===== src/rtl/aec_pkg.sv =====
// Shared definitions for the accumulator execute stage.
// Assumes an 8-bit data path; opcode encodings are fixed byte values.
package aec_pkg;

    localparam int DW = 8;

    // Operation classes the decoder maps opcode bytes onto.
    typedef enum logic [3:0] {
        K_NOP,
        K_A2X,
        K_X2A,
        K_A2Y,
        K_Y2A,
        K_S2X,
        K_X2S,
        K_LDI,
        K_ANDC,
        K_ANDR,
        K_ANDSX,
        K_SBCI,
        K_PULLP
    } op_kind_e;

    typedef struct packed {
        logic n;
        logic v;
        logic d;
        logic i;
        logic z;
        logic c;
    } flags_t;

    typedef struct packed {
        logic [DW-1:0] a;
        logic [DW-1:0] x;
        logic [DW-1:0] y;
        logic [DW-1:0] s;
        flags_t        p;
    } arch_t;

    localparam logic [DW-1:0] OPC_A2X   = 8'hAA;
    localparam logic [DW-1:0] OPC_X2A   = 8'h8A;
    localparam logic [DW-1:0] OPC_A2Y   = 8'hA8;
    localparam logic [DW-1:0] OPC_Y2A   = 8'h98;
    localparam logic [DW-1:0] OPC_S2X   = 8'hBA;
    localparam logic [DW-1:0] OPC_X2S   = 8'h9A;
    localparam logic [DW-1:0] OPC_LDI   = 8'hA9;
    localparam logic [DW-1:0] OPC_ANDC0 = 8'h0B;
    localparam logic [DW-1:0] OPC_ANDC1 = 8'h2B;
    localparam logic [DW-1:0] OPC_ANDR  = 8'h6B;
    localparam logic [DW-1:0] OPC_ANDSX = 8'hCB;
    localparam logic [DW-1:0] OPC_SBCI  = 8'hEB;
    localparam logic [DW-1:0] OPC_PULLP = 8'h28;

    // Bit positions of the flags inside the status byte.
    localparam int PB_N = 7;
    localparam int PB_V = 6;
    localparam int PB_D = 3;
    localparam int PB_I = 2;
    localparam int PB_Z = 1;
    localparam int PB_C = 0;

    // Lay the flags out into a status byte; unused bits read zero.
    function automatic logic [DW-1:0] pack_status(input flags_t f);
        logic [DW-1:0] b;
        b       = '0;
        b[PB_N] = f.n;
        b[PB_V] = f.v;
        b[PB_D] = f.d;
        b[PB_I] = f.i;
        b[PB_Z] = f.z;
        b[PB_C] = f.c;
        return b;
    endfunction

    // Extract the six flags from a status byte; unused bits are dropped.
    function automatic flags_t unpack_status(input logic [DW-1:0] b);
        flags_t f;
        f.n = b[PB_N];
        f.v = b[PB_V];
        f.d = b[PB_D];
        f.i = b[PB_I];
        f.z = b[PB_Z];
        f.c = b[PB_C];
        return f;
    endfunction

endpackage


===== src/rtl/aec_decode.sv =====
// Opcode decoder: maps an opcode byte onto an operation class and a
// cycle count. Assumes every cycle count fits in CNT_W bits and is >= 2.
module aec_decode
    import aec_pkg::*;
#(
    parameter int BASE_CYC = 2,
    parameter int PULL_CYC = 4,
    parameter int CNT_W    = 3
) (
    input  logic [DW-1:0]    opc,
    output op_kind_e         kind,
    output logic [CNT_W-1:0] cycles
);

    // Classify the opcode; unlisted bytes become a no-operation.
    always_comb begin
        case (opc)
            OPC_A2X:   kind = K_A2X;
            OPC_X2A:   kind = K_X2A;
            OPC_A2Y:   kind = K_A2Y;
            OPC_Y2A:   kind = K_Y2A;
            OPC_S2X:   kind = K_S2X;
            OPC_X2S:   kind = K_X2S;
            OPC_LDI:   kind = K_LDI;
            OPC_ANDC0: kind = K_ANDC;
            OPC_ANDC1: kind = K_ANDC;
            OPC_ANDR:  kind = K_ANDR;
            OPC_ANDSX: kind = K_ANDSX;
            OPC_SBCI:  kind = K_SBCI;
            OPC_PULLP: kind = K_PULLP;
            default:   kind = K_NOP;
        endcase
    end

    // Pick the instruction length; only the status restore is longer.
    always_comb begin
        if (kind == K_PULLP) cycles = CNT_W'(PULL_CYC);
        else                 cycles = CNT_W'(BASE_CYC);
    end

endmodule


===== src/rtl/aec_seq.sv =====
// Handshake and cycle sequencer. Accepts an instruction while idle,
// counts its length down and flags the final cycle.
// Assumes cycles_in >= 2 whenever an instruction is accepted.
module aec_seq #(
    parameter int CNT_W = 3
) (
    input  logic             clk,
    input  logic             rst_n,
    input  logic             req_valid,
    input  logic [CNT_W-1:0] cycles_in,
    output logic             ready,
    output logic             accept,
    output logic             last
);

    logic             busy;
    logic [CNT_W-1:0] remain;

    assign ready  = !busy;
    assign accept = req_valid && !busy;
    assign last   = busy && (remain == CNT_W'(1));

    // Track whether an instruction is in flight and how many cycles remain.
    always_ff @(posedge clk) begin
        if (!rst_n) begin
            busy   <= 1'b0;
            remain <= '0;
        end else if (accept) begin
            busy   <= 1'b1;
            remain <= cycles_in - CNT_W'(1);
        end else if (busy) begin
            if (last) busy <= 1'b0;
            remain <= remain - CNT_W'(1);
        end
    end

endmodule


===== src/rtl/aec_alu.sv =====
// Next-state logic: from the current architectural state, the operation
// class and its operands, computes the state to be committed.
// Purely combinational; all arithmetic is binary regardless of the D flag.
module aec_alu
    import aec_pkg::*;
(
    input  op_kind_e      kind,
    input  arch_t         cur,
    input  logic [DW-1:0] imm,
    input  logic [DW-1:0] stat,
    output arch_t         nxt
);

    logic [DW-1:0] and_ai;
    logic [DW-1:0] and_ax;
    logic [DW-1:0] rot;
    logic [DW:0]   dif;
    logic [DW:0]   sum;
    logic [DW-1:0] res;
    logic          upd_nz;

    // Operands shared by the fused immediate operations.
    always_comb begin
        and_ai = cur.a & imm;
        and_ax = cur.a & cur.x;
        rot    = {cur.p.c, and_ai[DW-1:1]};
        dif    = {1'b0, and_ax} - {1'b0, imm};
        sum    = {1'b0, cur.a} + {1'b0, ~imm} + {{DW{1'b0}}, cur.p.c};
    end

    // Select the written register and flags for each operation class.
    always_comb begin
        nxt    = cur;
        res    = '0;
        upd_nz = 1'b0;
        case (kind)
            K_A2X: begin
                nxt.x  = cur.a;
                res    = cur.a;
                upd_nz = 1'b1;
            end
            K_X2A: begin
                nxt.a  = cur.x;
                res    = cur.x;
                upd_nz = 1'b1;
            end
            K_A2Y: begin
                nxt.y  = cur.a;
                res    = cur.a;
                upd_nz = 1'b1;
            end
            K_Y2A: begin
                nxt.a  = cur.y;
                res    = cur.y;
                upd_nz = 1'b1;
            end
            K_S2X: begin
                nxt.x  = cur.s;
                res    = cur.s;
                upd_nz = 1'b1;
            end
            K_X2S: begin
                nxt.s = cur.x;
            end
            K_LDI: begin
                nxt.a  = imm;
                res    = imm;
                upd_nz = 1'b1;
            end
            K_ANDC: begin
                nxt.a   = and_ai;
                res     = and_ai;
                upd_nz  = 1'b1;
                nxt.p.c = and_ai[DW-1];
            end
            K_ANDR: begin
                nxt.a   = rot;
                res     = rot;
                upd_nz  = 1'b1;
                nxt.p.c = rot[DW-2];
                nxt.p.v = rot[DW-2] ^ rot[DW-3];
            end
            K_ANDSX: begin
                nxt.x   = dif[DW-1:0];
                res     = dif[DW-1:0];
                upd_nz  = 1'b1;
                nxt.p.c = ~dif[DW];
            end
            K_SBCI: begin
                nxt.a   = sum[DW-1:0];
                res     = sum[DW-1:0];
                upd_nz  = 1'b1;
                nxt.p.c = sum[DW];
                nxt.p.v = (cur.a[DW-1] ^ imm[DW-1]) & (cur.a[DW-1] ^ sum[DW-1]);
            end
            K_PULLP: begin
                nxt.p = unpack_status(stat);
            end
            default: begin
                nxt = cur;
            end
        endcase
        if (upd_nz) begin
            nxt.p.n = res[DW-1];
            nxt.p.z = (res == '0);
        end
    end

endmodule


===== src/rtl/acc_exec_core.sv =====
// Top of the execute stage. Holds A, X, Y, S and the flags, latches the
// offered instruction on accept and commits the computed state in the
// final cycle. Assumes fetch, memory and stack storage live elsewhere.
module acc_exec_core
    import aec_pkg::*;
#(
    parameter int BASE_CYC = 2,
    parameter int PULL_CYC = 4,
    parameter logic [DW-1:0] S_RESET = 8'hFF
) (
    input  logic          clk,
    input  logic          rst_n,
    input  logic          op_valid,
    output logic          op_ready,
    input  logic [DW-1:0] op_code,
    input  logic [DW-1:0] op_imm,
    input  logic [DW-1:0] stat_in,
    output logic          done,
    output logic [DW-1:0] reg_a,
    output logic [DW-1:0] reg_x,
    output logic [DW-1:0] reg_y,
    output logic [DW-1:0] reg_s,
    output logic [DW-1:0] status
);

    localparam int MAX_CYC = (PULL_CYC > BASE_CYC) ? PULL_CYC : BASE_CYC;
    localparam int CNT_W   = $clog2(MAX_CYC + 1);

    op_kind_e         dec_kind;
    logic [CNT_W-1:0] dec_cycles;
    logic             accept;
    op_kind_e         kind_q;
    logic [DW-1:0]    imm_q;
    logic [DW-1:0]    stat_q;
    arch_t            arch_q;
    arch_t            arch_d;

    aec_decode #(
        .BASE_CYC (BASE_CYC),
        .PULL_CYC (PULL_CYC),
        .CNT_W    (CNT_W)
    ) u_dec (
        .opc    (op_code),
        .kind   (dec_kind),
        .cycles (dec_cycles)
    );

    aec_seq #(
        .CNT_W (CNT_W)
    ) u_seq (
        .clk       (clk),
        .rst_n     (rst_n),
        .req_valid (op_valid),
        .cycles_in (dec_cycles),
        .ready     (op_ready),
        .accept    (accept),
        .last      (done)
    );

    aec_alu u_alu (
        .kind (kind_q),
        .cur  (arch_q),
        .imm  (imm_q),
        .stat (stat_q),
        .nxt  (arch_d)
    );

    // Capture the operation class and its operands on accept.
    always_ff @(posedge clk) begin
        if (!rst_n) begin
            kind_q <= K_NOP;
            imm_q  <= '0;
            stat_q <= '0;
        end else if (accept) begin
            kind_q <= dec_kind;
            imm_q  <= op_imm;
            stat_q <= stat_in;
        end
    end

    // Commit the architectural state at the end of the final cycle.
    always_ff @(posedge clk) begin
        if (!rst_n) begin
            arch_q.a <= '0;
            arch_q.x <= '0;
            arch_q.y <= '0;
            arch_q.s <= S_RESET;
            arch_q.p <= '0;
        end else if (done) begin
            arch_q <= arch_d;
        end
    end

    assign reg_a  = arch_q.a;
    assign reg_x  = arch_q.x;
    assign reg_y  = arch_q.y;
    assign reg_s  = arch_q.s;
    assign status = pack_status(arch_q.p);

endmodule


===== config.mk =====
export PLATFORM = sky130hd
export DESIGN_NAME = acc_exec_core
export DESIGN_NICKNAME = d
export VERILOG_FILES = /design/src/rtl/aec_pkg.sv /design/src/rtl/aec_decode.sv /design/src/rtl/aec_seq.sv /design/src/rtl/aec_alu.sv /design/src/rtl/acc_exec_core.sv
export SDC_FILE = /design/constraint.sdc
export NUM_CORES = 1
export LEC_CHECK = 0
export CORE_UTILIZATION = 50
export DETAILED_ROUTE_END_ITERATION = 6
export DONT_BUFFER_PORTS = 1
export HOLD_SLACK_MARGIN = 0.08
export PLACE_DENSITY = 0.61
export SKIP_LAST_GASP = 1
export SLEW_MARGIN = 20
export SYNTH_ARGS = -nofsm -noshare
export SYNTH_HDL_FRONTEND = slang
export SYNTH_SLANG_ARGS = --single-unit

===== constraint.sdc =====
create_clock -name clk -period 4.8 [get_ports clk]
set_input_delay 0.24 -clock clk [delete_from_list [all_inputs] [get_ports clk]]
set_output_delay 0.24 -clock clk [all_outputs]
set_load 0.005 [all_outputs]

# After elaboration in Yosys (flattened, before gate mapping)
# Cells that the tools add are included.
# op_classes
addsub	5
n_eq_ne	27
mux	17
n_bitwise	8
reduce_logical	22
# op_table
operator	count
$eq 8x8->1 const B	9
$pmux 8 s9	1
$pmux 4 s12	1
$pmux 8 s6	1
$eq 4x4->1 const B	6
$pmux 8 s3	1
$and 8x8->8	2
$eq 4x3->1 const B	4
$eq 8x6->1 const B	2
$reduce_and 2->1	8
$reduce_or 10->1	1
$add 8x8->9	1
$add 9x1->9	1
$mux 3	3
$sub 8x8->9	1
$eq 4x2->1 const B	2
$eq 8x4->1 const B	1
$eq 8x7->1 const B	1
$logic_not 8->1	1
$mux 1	8
$not 8->8	1
$reduce_bool 3->1	2
$reduce_bool 6->1	1
$reduce_or 2->1	3
12 further kinds	17
# totals
reg_bits	62
inputBits	27
out_inout_bits	42
word_cells	94

# Depth between registers and ports, before layout
# Gate-level depths: netlist (run 1).
# logic_depth
word_depth	7
depth_mapped	11
depth_no_buf	10

# Hierarchy
# From an unflattened synthesis (run 1), not the netlist that was laid out.
# hier_totals
hier_cells	557
area_unflattened_um2	4897.2
# by_module_without_submodules
module	n_inst	cells_each	area_each_um2	seq_area_each_um2
aec_alu	1	304	2210.9	0.0
acc_exec_core	1	189	2200.9	1161.1
aec_seq	1	32	266.5	80.1
aec_decode	1	32	219.0	0.0

# Worst setup path before layout (run 1)
# No wires, ideal clock.
# synth_path
path_type	register to register
startpoint	register arch_q (netlist bit reg_a[0])
endpoint	register arch_q (netlist bit status[1])
setup_ns	0.096
t_arrival_ns	2.579
t_required_ns	4.704
path_slack_ns	2.126
path_stages_with_launch	11
n_path_buf	0
period_less_slack_ns	2.674
path_cell_list	dfxtp_1 > inv_1 > fa_1 > fa_1 > nand2b_1 > a32oi_1 > o211ai_1 > nor2_1 > o211ai_1 > or4_1 > o41ai_2
# synth_between
elab_chain_len	5
elab_cells_between_ends	8
classes_between	3 x add/sub; 2 x mux; 2 x bitwise; 1 x reduce/logical
# synth_lines
element	line	rtl
start, declared	acc_exec_core.sv:35	arch_t arch_q;
start signal, assigned	acc_exec_core.sv:90	arch_q <= arch_d;
$add 8x8->9 or $and 8x8->8 (tied branches)	aec_alu.sv:28, aec_alu.sv:25	
$add 9x1->9 or $sub 8x8->9 (tied branches)	aec_alu.sv:28, aec_alu.sv:27	
$pmux 8 s9 (*)	aec_alu.sv:36	case (kind)
$logic_not 8->1 (*)	aec_alu.sv:105	nxt.p.z = (res == '0);
$mux 1 (*)	aec_alu.sv:103	if (upd_nz) begin
# Mark *: on every way between the ends. The rest lies on a longest branch, timed or not.
# A chain may end at the register's enable or synchronous reset.

# Worst setup path after layout (run 1)
# Same ends and word-level chain as after synthesis.

==> results of run 1 <==
-- how the worst min path moves through the flow --
stage	start	endpoint	slack, ns	depth (start not counted)
CTS	op_code[6]	kind_q[2]	0.12	2
detailed placement	rst_n	reg_s[2]	0.31	1
global route	op_code[6]	kind_q[2]	0.15	2
finish	op_code[6]	kind_q[2]	0.13	2
floorplan	op_imm[0]	imm_q[0]	0.37	1
global placement	rst_n	reg_s[2]	0.31	1
-- cell type report --
cell class                 instances  area (um2)
clock inverter                     7         124
fill                             727        3270
multi-input combinational        381        2650
inverter                          18        67.6
tap                              102         128
clock buffer                       9         124
sequential                        60        1200
timing repair buffer              21         203
-- Yosys cell counts (3+ instances only) --
library cell  count
o21ai_0          35
nor2_1           30
a21oi_1          31
buf_2             6
mux2i_1          17
xor2_1            3
o21a_1            5
o211ai_1          3
a32oi_1           5
and2_1            8
o31ai_1           5
inv_1            16
a311oi_1          3
or3_1             3
clkbuf_1         13
a31oi_1          10
nor2b_1          10
fa_1              3
a22o_1           16
dfxtp_1          60
nand3_1           6
nor4_1            3
nand2b_1         16
buf_4             6
nand2_1          51
a22oi_1          11
a211oi_1          5
a32o_1            3
nand3b_1          4
xnor2_1           8
a21o_1            3
nand4_1           3
ha_1             28
nor3_1            7
-- per-layer routing --
metal / GRT usage / share of wire
met2: 0.443 / 0.45
met1: 0.379 / 0.46
met3: 0.0655 / 0.062
met5: 0 / 0
met4: 0.128 / 0.032
-- metrics by stage --
step | instances | utilization | total power, uW | setup WS (ns)
after global routing | 598 | 0.578 | 1270 | 1.54
final | 598 | 0.578 | 1220 | 1.72
after detailed placement | 564 | 0.523 | 637 | 1.75
after CTS | 598 | 0.578 | 1230 | 1.73
after floorplan | 486 | - | 615 | 2.13
after global placement | 564 | 0.523 | 634 | 1.74
-- state kept, by name, summed over array words and instances, names as in the netlist --
name	count
stat_q	6
u_seq.remain	3
status	6
reg_a	8
reg_x	8
reg_s	8
imm_q	8
kind_q	4
u_seq.busy	1
reg_y	8
-- cell usage in the layout (no fill, tap or decap), drive strengths merged, types with 3 or more instances in the layout --
master and n:
or3 3, a21o 3, a22oi 11, xor2 3
inv 17, buf 3, nor3 7, fa 3
a32o 3, nor4 4, nor2 32, nor2b 10
a211oi 5, ha 28, and2 9, nand2b 16
o211ai 3, xnor2 8, a32oi 5, nand3 6
a21oi 33, o31ai 5, o21a 5, nand4 3
a31oi 10, a311oi 3, o21ai 35, clkinv 4
nand3b 4, bufinv 3, dlygate4sd3 18, a22o 16
clkbuf 9, dfxtp 60, mux2i 17, nand2 51
-- kinds of logic after synthesis --
kind of cell,share of synthesized area
AOI/OAI and AO/OA,0.264
and+or+nand+nor,0.217
adders and majority gates,0.101
other,0.000926
buffers and inverters,0.0513
DFF,0.296
muxes,0.0448
xor gates and xnor gates,0.0238
-- where the power goes --
part / internal, uW / total [uW] / switching, uW
clock: 348 / 581 / 233
combinational: 54.3 / 120 / 65.3
sequential: 508 / 523 / 15.1
==> impl_metrics.toml, run 1 <==
[run_status]
run_status = "complete, no violations"

[synthesis]
netlist_instances = 485
synth_edf_count = 0
synth.area.top_cells = "dfxtp_1, ha_1, nand2_1, o21ai_0, mux2i_1"
synth.top_cell.area_share = 0.296
ys_types = 71
ys.warnings.count = 0
synth_area_leader_cell = "dfxtp_1"
synth_flop_cell = "dfxtp_1"
synth-seq-area-share = 0.296
syn_area_um2 = 4050
syn_avg_cell_area_um2 = 8.35
ys_ff_latch = 60
async_reset_ff_frac = 0

[timing]
fin_setup_tns_ns = 0
grt_setup_unrepaired = "false"
whs_ns = 0.135
max_freq_ghz = 0.324
tightestPinTransition_ns = 0.964
hold_viol = 0
slew_headroom = 0.355
finalSetupViolCount = 0
period_share = 0.643
finalCriticalPeriod_ns = 3.08
finalMaxSlewViolations = 0
fin_skew_ns = 0.0115

[die]
core-area_um2 = 7770
fp-row-count = 32
fp.dieW_um = 92.0
io_pins = 69
start_util = 0.522
die_y_um = 92.0
die-area_um2 = 8470

[setup_path]
critPathCaptureType = "register"
cp_max_fo = 7
worst-path-stages = 10
startpoint_type = "register"
critPathTopFamily = "adder cells"
reg2reg_to = "status[1]"
cp.arrival_ns = 3.35
crit_chain = "inv_1 > fa_1 > fa_1 > nand2b_1 > a32oi_1 > o211ai_1 > nor2_1 > o211ai_1 > or4_1 > o41ai_2"
crit_required_ns = 5.06
setup.worst_path.end = "status[1]"
critPathSlowestCell = "dfxtp_1"
reg2reg_from = "reg_a[0]"
startpoint = "reg_a[0]"
path_class = "reg2reg"
r2r_setup_slack_ns = 1.72
rr_worst_depth = 10
slowest_delay_ns = 0.52
critPathBufInv = 1

[placed_design]
io_buffers = 0
hpwl_um = 8490
gp_congestion = 0.895
dpl_cell_area_um2 = 4070

[pwr]
powerDensity_nw_per_um2 = 272
p_leak_uw = 0.00169
worst_ir_drop_vdd_uv = 172

[run]
max-cap-violations = 0

[clock_network]
path_clk_slew_ns = 0.08
clock-sinks = 60
ctsHoldBuffers = 18
cts_buffer_depth = 2
htreeDepth = 3
cts-root-buf = "clkbuf_8"
cts_made_buffers = 9
cts_tree = "yes"
cts_resized = 0
clk_latency_ns = 0.35
post_cts_buffers = 0

[cells_and_area]
fin_nets = 549
drive_above_1_share = 0.0665
area_growth_pct = 10.9
fin_area_um2 = 4490
num_antenna_cells = 0

[detailed_routing]
ant_nets = 0
num_vias = 3758
drc = 0
vias_per_cell = 6.28
wl_per_cell_um = 19.6
routed_wl_um = 11700
drtIter0Drc = 214
first_pass_iters = 5

[grt]
grt-ovfl-total = 0
grt_max_degree = 27
grt_pass1_wl_um = 18600
antenna_found_initial = 0
grt_pass1_vias = 3446
grt.total_usage = 0.287

[hold_path]
hp-class = "in2reg"
Power figures use the tool's default switching activity.
==> inputs of run 2 (changes only) <==
Clock period 4.8 ns to 3 ns, I/O delays scaled along.
==> run 2 against run 1 <==
Compared with the run above:
- final cell count is 4.0% higher
- wire length is 0.75% higher
- worst setup slack worse by 1.5 ns
- largest cell class unchanged
- clock power is 13% higher
- clock skew is 0.0013 ns higher
- power is 38% higher
- die area stayed put
- combinational power is 66% higher
- register-to-register slack worse by 1.5 ns
- utilization is 1.5 points higher
- sequential share of layout area is 0.66 points lower
==> impl_metrics.toml, run 2 (same netlist as run 1, synthesis figures left out) <==
[placed_design]
hpwl_um = 8970
gp_congestion = 0.952
io_buffers = 0
dpl_cell_area_um2 = 4230

[clock_network]
cts_buffer_depth = 2
path_clk_slew_ns = 0.08
cts_made_buffers = 9
clk_latency_ns = 0.35
cts-root-buf = "clkbuf_8"
clock-sinks = 60
cts_tree = "yes"
post_cts_buffers = 0
cts_resized = 0
htreeDepth = 3

[timing]
grt_setup_unrepaired = "false"
hold_viol = 0
finalMaxSlewViolations = 0
max_freq_ghz = 0.355
tightestPinTransition_ns = 0.959
finalCriticalPeriod_ns = 2.82
finalSetupViolCount = 0
fin_skew_ns = 0.0127
slew_headroom = 0.358
period_share = 0.940
fin_setup_tns_ns = 0

[die]
fp.dieW_um = 92.0
fp-row-count = 32
die-area_um2 = 8470
core-area_um2 = 7770
die_y_um = 92.0
io_pins = 69
start_util = 0.522

[setup_path]
path_class = "reg2reg"
slowest_delay_ns = 0.48
critPathSlowestCell = "fa_1"
startpoint_type = "register"
cp.arrival_ns = 3.08
crit_required_ns = 3.26
cp_max_fo = 3
crit_chain = "inv_1 > fa_1 > fa_1 > nand2b_1 > a32oi_1 > o211ai_1 > nor2_1 > o211ai_1 > or4_1 > o41ai_2"
critPathCaptureType = "register"

[grt]
grt_pass1_wl_um = 19200
antenna_found_initial = 0
grt_max_degree = 28
grt_pass1_vias = 3615
grt.total_usage = 0.294
grt-ovfl-total = 0

[pwr]
internal-power_uw = 1200
powerDensity_nw_per_um2 = 366
p_sw_uw = 486
p_leak_uw = 0.00178
clkPwrFrac = 0.388
switching_share = 0.288
worst_ir_drop_vdd_uv = 241
power_uw = 1690
pwr-share-seq = 0.494
p_comb_frac = 0.118

[cells_and_area]
fillers = 734
most-common-layout-cells = "dfxtp_1, nand2_1, o21ai_0"
drive_above_1_share = 0.104
area_growth_pct = 13.7
final_common_cell = "dfxtp_1"
fin_util = 0.593
num_antenna_cells = 0
fin_area_um2 = 4610
fin_nets = 574

[detailed_routing]
num_vias = 3834
vias_per_cell = 6.16
drc = 0
first_pass_iters = 5
routed_wl_um = 11800
wl_per_cell_um = 19.0
drtIter0Drc = 242
ant_nets = 0

[run]
max-cap-violations = 0

[hold_path]
hp-class = "in2reg"

[run_status]
run_status = "complete, no violations"
## run 2: cell types whose count changed in the layout (fill, tap and decap cells not counted)
cell and delta:
dlygate4sd3_1 +3, clkinv_2 +2, inv_6 -1, bufinv_16 -3, clkinvlp_4 +1, buf_4 +22
## run 2: what timing repair did
item,4_1_cts,5_1_grt
hold buffers,21,0
hold endpoints to repair,46,0
endpoints found under the setup margin,0,0
## run 2: through the flow
stage          setup WS, ns  hold WS, ns  std cells
6_report              0.180       0.0936        622
5_1_grt              0.0838        0.131        622
4_1_cts               0.199       0.0907        622
3_5_place_dp          0.215        0.219        586
3_3_place_gp          0.270        0.217        586
2_1_floorplan         0.326        0.283        486
## run 2: layer usage
layer	vias up	routed length (um)	GRT usage
met1	1805	5210	0.383
li1	1848	-	-
met5	-	0	0
met3	30	776	0.0697
met4	0	299	0.104
met2	151	5520	0.473
## run 2: final timing paths
check / startpoint / to / slack [ns] / cells past startpoint
min reg2reg: stat_q[2] / status[2] / 0.47 / 2
min: op_code[1] / kind_q[0] / 0.09 / 3
max: reg_a[0] / status[1] / 0.18 / 10
max reg2reg: reg_a[0] / status[1] / 0.18 / 10
## run 2: area by class of cell
type	instances	area [um2]	area share
Sequential cell	60	1200	0.261
Multi-Input combinational cell	381	2650	0.574
Clock buffer	9	124	0.0269
Tap cell	102	128	0.0277
Clock inverter	6	42.5	0.00923
Inverter	18	67.6	0.0147
Timing Repair Buffer	46	398	0.0864
## run 2: critical path, delay by kind of cell, from the launching register on
kind                       cells  cell delay [ns]
adders and majority gates      2             0.88
and+or+nand+nor                3             0.77
AOI/OAI and AO/OA              4             0.67
DFF                            1             0.34
buffers and inverters          1             0.07
## run 2: power groups by stage
stage,sequential [uW],combinational (uW),clock [uW]
CTS,832,197,659
finish,833,199,654
global placement,850,166,0
detailed placement,850,169,0
floorplan,843,141,0
global route,834,223,696
==> inputs of run 3 (changes only) <==
--- a/config.mk
+++ b/config.mk
@@ -7,2 +7,3 @@
 export LEC_CHECK = 0
+export ABC_AREA = 1
 export CORE_UTILIZATION = 50
@@ -11,3 +12,3 @@
 export HOLD_SLACK_MARGIN = 0.08
-export PLACE_DENSITY = 0.61
+export PLACE_DENSITY = 0.64
 export SKIP_LAST_GASP = 1
==> constraint.sdc (replaced) <==
create_clock -name clk -period 2.3 [get_ports clk]
set_input_delay 0.69 -clock clk [delete_from_list [all_inputs] [get_ports clk]]
set_output_delay 0.69 -clock clk [all_outputs]
set_load 0.005 [all_outputs]
==> run 3 against run 2 <==
Compared with the run above:
- the flow now finishes with violations (setup timing)
- die area shrank 0.12%
- critical path type unchanged
- register-to-register slack got worse by 0.20 ns
- critical endpoint unchanged
- count of clock-buffer cells in the layout rose by 1
- first-iteration DRC count increased by 36%
- sequential cell count stayed put
- utilization down 0.37 points
- worst hold slack better by 0.34 ns
- clock power grew 46%
- power increased by 34%
- worst setup slack got worse by 0.20 ns
- final area fell by 0.62%
- combinational power grew 7%
- largest power group unchanged
==> impl_metrics.toml, run 3 <==
[setup_path]
rr_worst_depth = 14
setup.worst_path.end = "status[1]"
reg2reg_to = "status[1]"
startpoint_type = "register"
cp_max_fo = 3
path_class = "reg2reg"
reg2reg_from = "reg_a[0]"
critPathCaptureType = "register"
r2r_setup_slack_ns = -0.02
crit_required_ns = 2.58
startpoint = "reg_a[0]"
cp.arrival_ns = 2.61

[timing]
finalSetupViolCount = 1
fin_skew_ns = 0.00711
grt_setup_unrepaired = "true"
period_share = 1.01
tightestPinTransition_ns = 0.530
finalMaxSlewViolations = 0
setup_ws_ns = -0.0224
hold_viol = 0
finalCriticalPeriod_ns = 2.32
max_freq_ghz = 0.431
slew_headroom = 0.644

[cells_and_area]
final_common_cell = "nand2_1"
fin_util = 0.589
drive_above_1_share = 0.122
instances_no_fill = 756
most-common-layout-cells = "nand2_1, inv_1, nand3_1"
num_antenna_cells = 0
area_growth_pct = 13.1
fillers = 815
fin_area_um2 = 4580
fin_nets = 707

[detailed_routing]
wl_per_cell_um = 17.4
first_pass_iters = 6
vias_per_cell = 5.76
ant_nets = 0
routed_wl_um = 13100
drtIter0Drc = 330
drc = 0
num_vias = 4354

[synthesis]
synth.top_cell.area_share = 0.297
synth_edf_count = 0
ys.warnings.count = 0
ys_types = 40
synth-seq-area-share = 0.297
syn_avg_cell_area_um2 = 6.48
synth_area_leader_cell = "dfxtp_1"
syn_area_um2 = 4050
synth_flop_cell = "dfxtp_1"
async_reset_ff_frac = 0
yosysMostFrequentCell = "nand2_1"
synth_common_cells = "nand2_1, inv_1, nand3_1"
synth.area.top_cells = "dfxtp_1, nand2_1, nand3_1, ha_1, inv_1"
netlist_instances = 624
ys_ff_latch = 60

[die]
die-area_um2 = 8460
start_util = 0.521
fp.dieW_um = 92.0
fp-row-count = 32
io_pins = 69
die_y_um = 92.0
core-area_um2 = 7770

[pwr]
p_comb_frac = 0.094
switching_share = 0.274
pwr-share-seq = 0.481
powerDensity_nw_per_um2 = 492
p_sw_uw = 616
internal-power_uw = 1640
clkPwrFrac = 0.425
p_leak_uw = 0.00230
worst_ir_drop_vdd_uv = 320

[grt]
grt-ovfl-total = 0
grt_max_degree = 51
grt_pass1_vias = 4070
grt.total_usage = 0.320
grt_pass1_wl_um = 20700
antenna_found_initial = 0

[placed_design]
gp_congestion = 0.937
pre_cts_ws_ns = -0.134
dp.cells = 739
hpwl_um = 10100
io_buffers = 0
dpl_cell_area_um2 = 4310

[hold_path]
hp-class = "in2reg"

[clock_network]
cts_made_buffers = 9
htreeDepth = 3
clk_latency_ns = 0.35
ctsHoldBuffers = 0
cts_buffer_depth = 2
cts-root-buf = "clkbuf_8"
clock-sinks = 60
path_clk_slew_ns = 0.07
cts_tree = "yes"

[run_status]
run_status = "finished, violations left"
violations = "setup timing"

[run]
max-cap-violations = 0
[run 3: cell types whose count changed after synthesis, sizes merged, moves of 9 or more]
cell | previous run | this run
a22o | 16 | 0
nor2b | 10 | 0
nand2 | 51 | 144
nand2b | 16 | 0
o21ai | 35 | 51
mux2i | 17 | 0
nor2 | 32 | 66
inv | 16 | 87
a22oi | 11 | 0
and2 | 9 | 0
nand3 | 6 | 73
[run 3: repair_timing]
action	in CTS	in global routing
setup endpoints to repair	3	5
setup buffers	0	1
pin swaps	0	7
hold endpoints to repair	0	0
gates resized for setup	6	23
[run 3: area by class of cell]
type / instances / area, um2 / share of cell area
sequential: 60 / 1200 / 0.263
clock buffer: 10 / 128 / 0.0279
inverter: 87 / 327 / 0.0713
tap: 102 / 128 / 0.0279
multi-input combinational: 462 / 2510 / 0.548
clock inverter: 6 / 65.1 / 0.0142
timing repair buffer: 29 / 218 / 0.0476
[run 3: worst max-delay path, stage by stage, from the launching register on]
cell and delay (ns):
dfxtp_2 0.34, inv_2 0.05, fa_2 0.41, fa_2 0.36, inv_1 0.08, nand2_2 0.06, nand2_2 0.10, nand3_1 0.07
nand3_1 0.13, nand2_1 0.09, nor2_1 0.11, nand2_1 0.07, nor2_2 0.12, nand4_1 0.13, a21oi_2 0.14
[run 3: how the worst min path moves through the flow]
stage	cells past startpoint	start	endpoint	slack, ns
2_1_floorplan	2	stat_q[1]	stat_q[1]	0.42
3_3_place_gp	2	stat_q[2]	stat_q[2]	0.44
3_5_place_dp	2	stat_q[3]	stat_q[3]	0.44
4_1_cts	1	rst_n	reg_s[3]	0.42
5_1_grt	1	rst_n	reg_s[1]	0.43
6_report	1	rst_n	reg_s[0]	0.44
[run 3: power groups by stage]
stage	Combinational [uW]	Sequential, uW	Clock, uW
floorplan	160	1100	0
global placement	195	1110	0
detailed placement	200	1110	0
CTS	203	1080	965
global route	239	1090	1020
finish	212	1080	956
[run 3: cell families after synthesis]
kind of cell | count (synthesis) | synth area share
XOR/XNOR | 2 | 0.00433
buffers and inverters | 103 | 0.100
adder cells (fa/ha/maj) | 31 | 0.101
other | 1 | 0.000927
AO/OA/AOI/OAI | 120 | 0.171
AND/OR/NAND/NOR | 307 | 0.325
flip-flops | 60 | 0.297
[run 3: per-layer routing]
metal	vias to the layer above	routed length [um]	GRT usage
met4	0	439	0.132
met5	-	0	0
met1	2005	5520	0.400
met3	30	1030	0.0746
li1	2115	-	-
met2	204	6150	0.529
[run 3: metrics by stage]
stage,power [uW],hold WS [ns],setup TNS (ns)
global placement,1300,0.440,-0.120
global route,2340,0.435,-0.221
CTS,2250,0.421,0
detailed placement,1310,0.437,-0.266
finish,2250,0.439,-0.0224
floorplan,1260,0.420,0
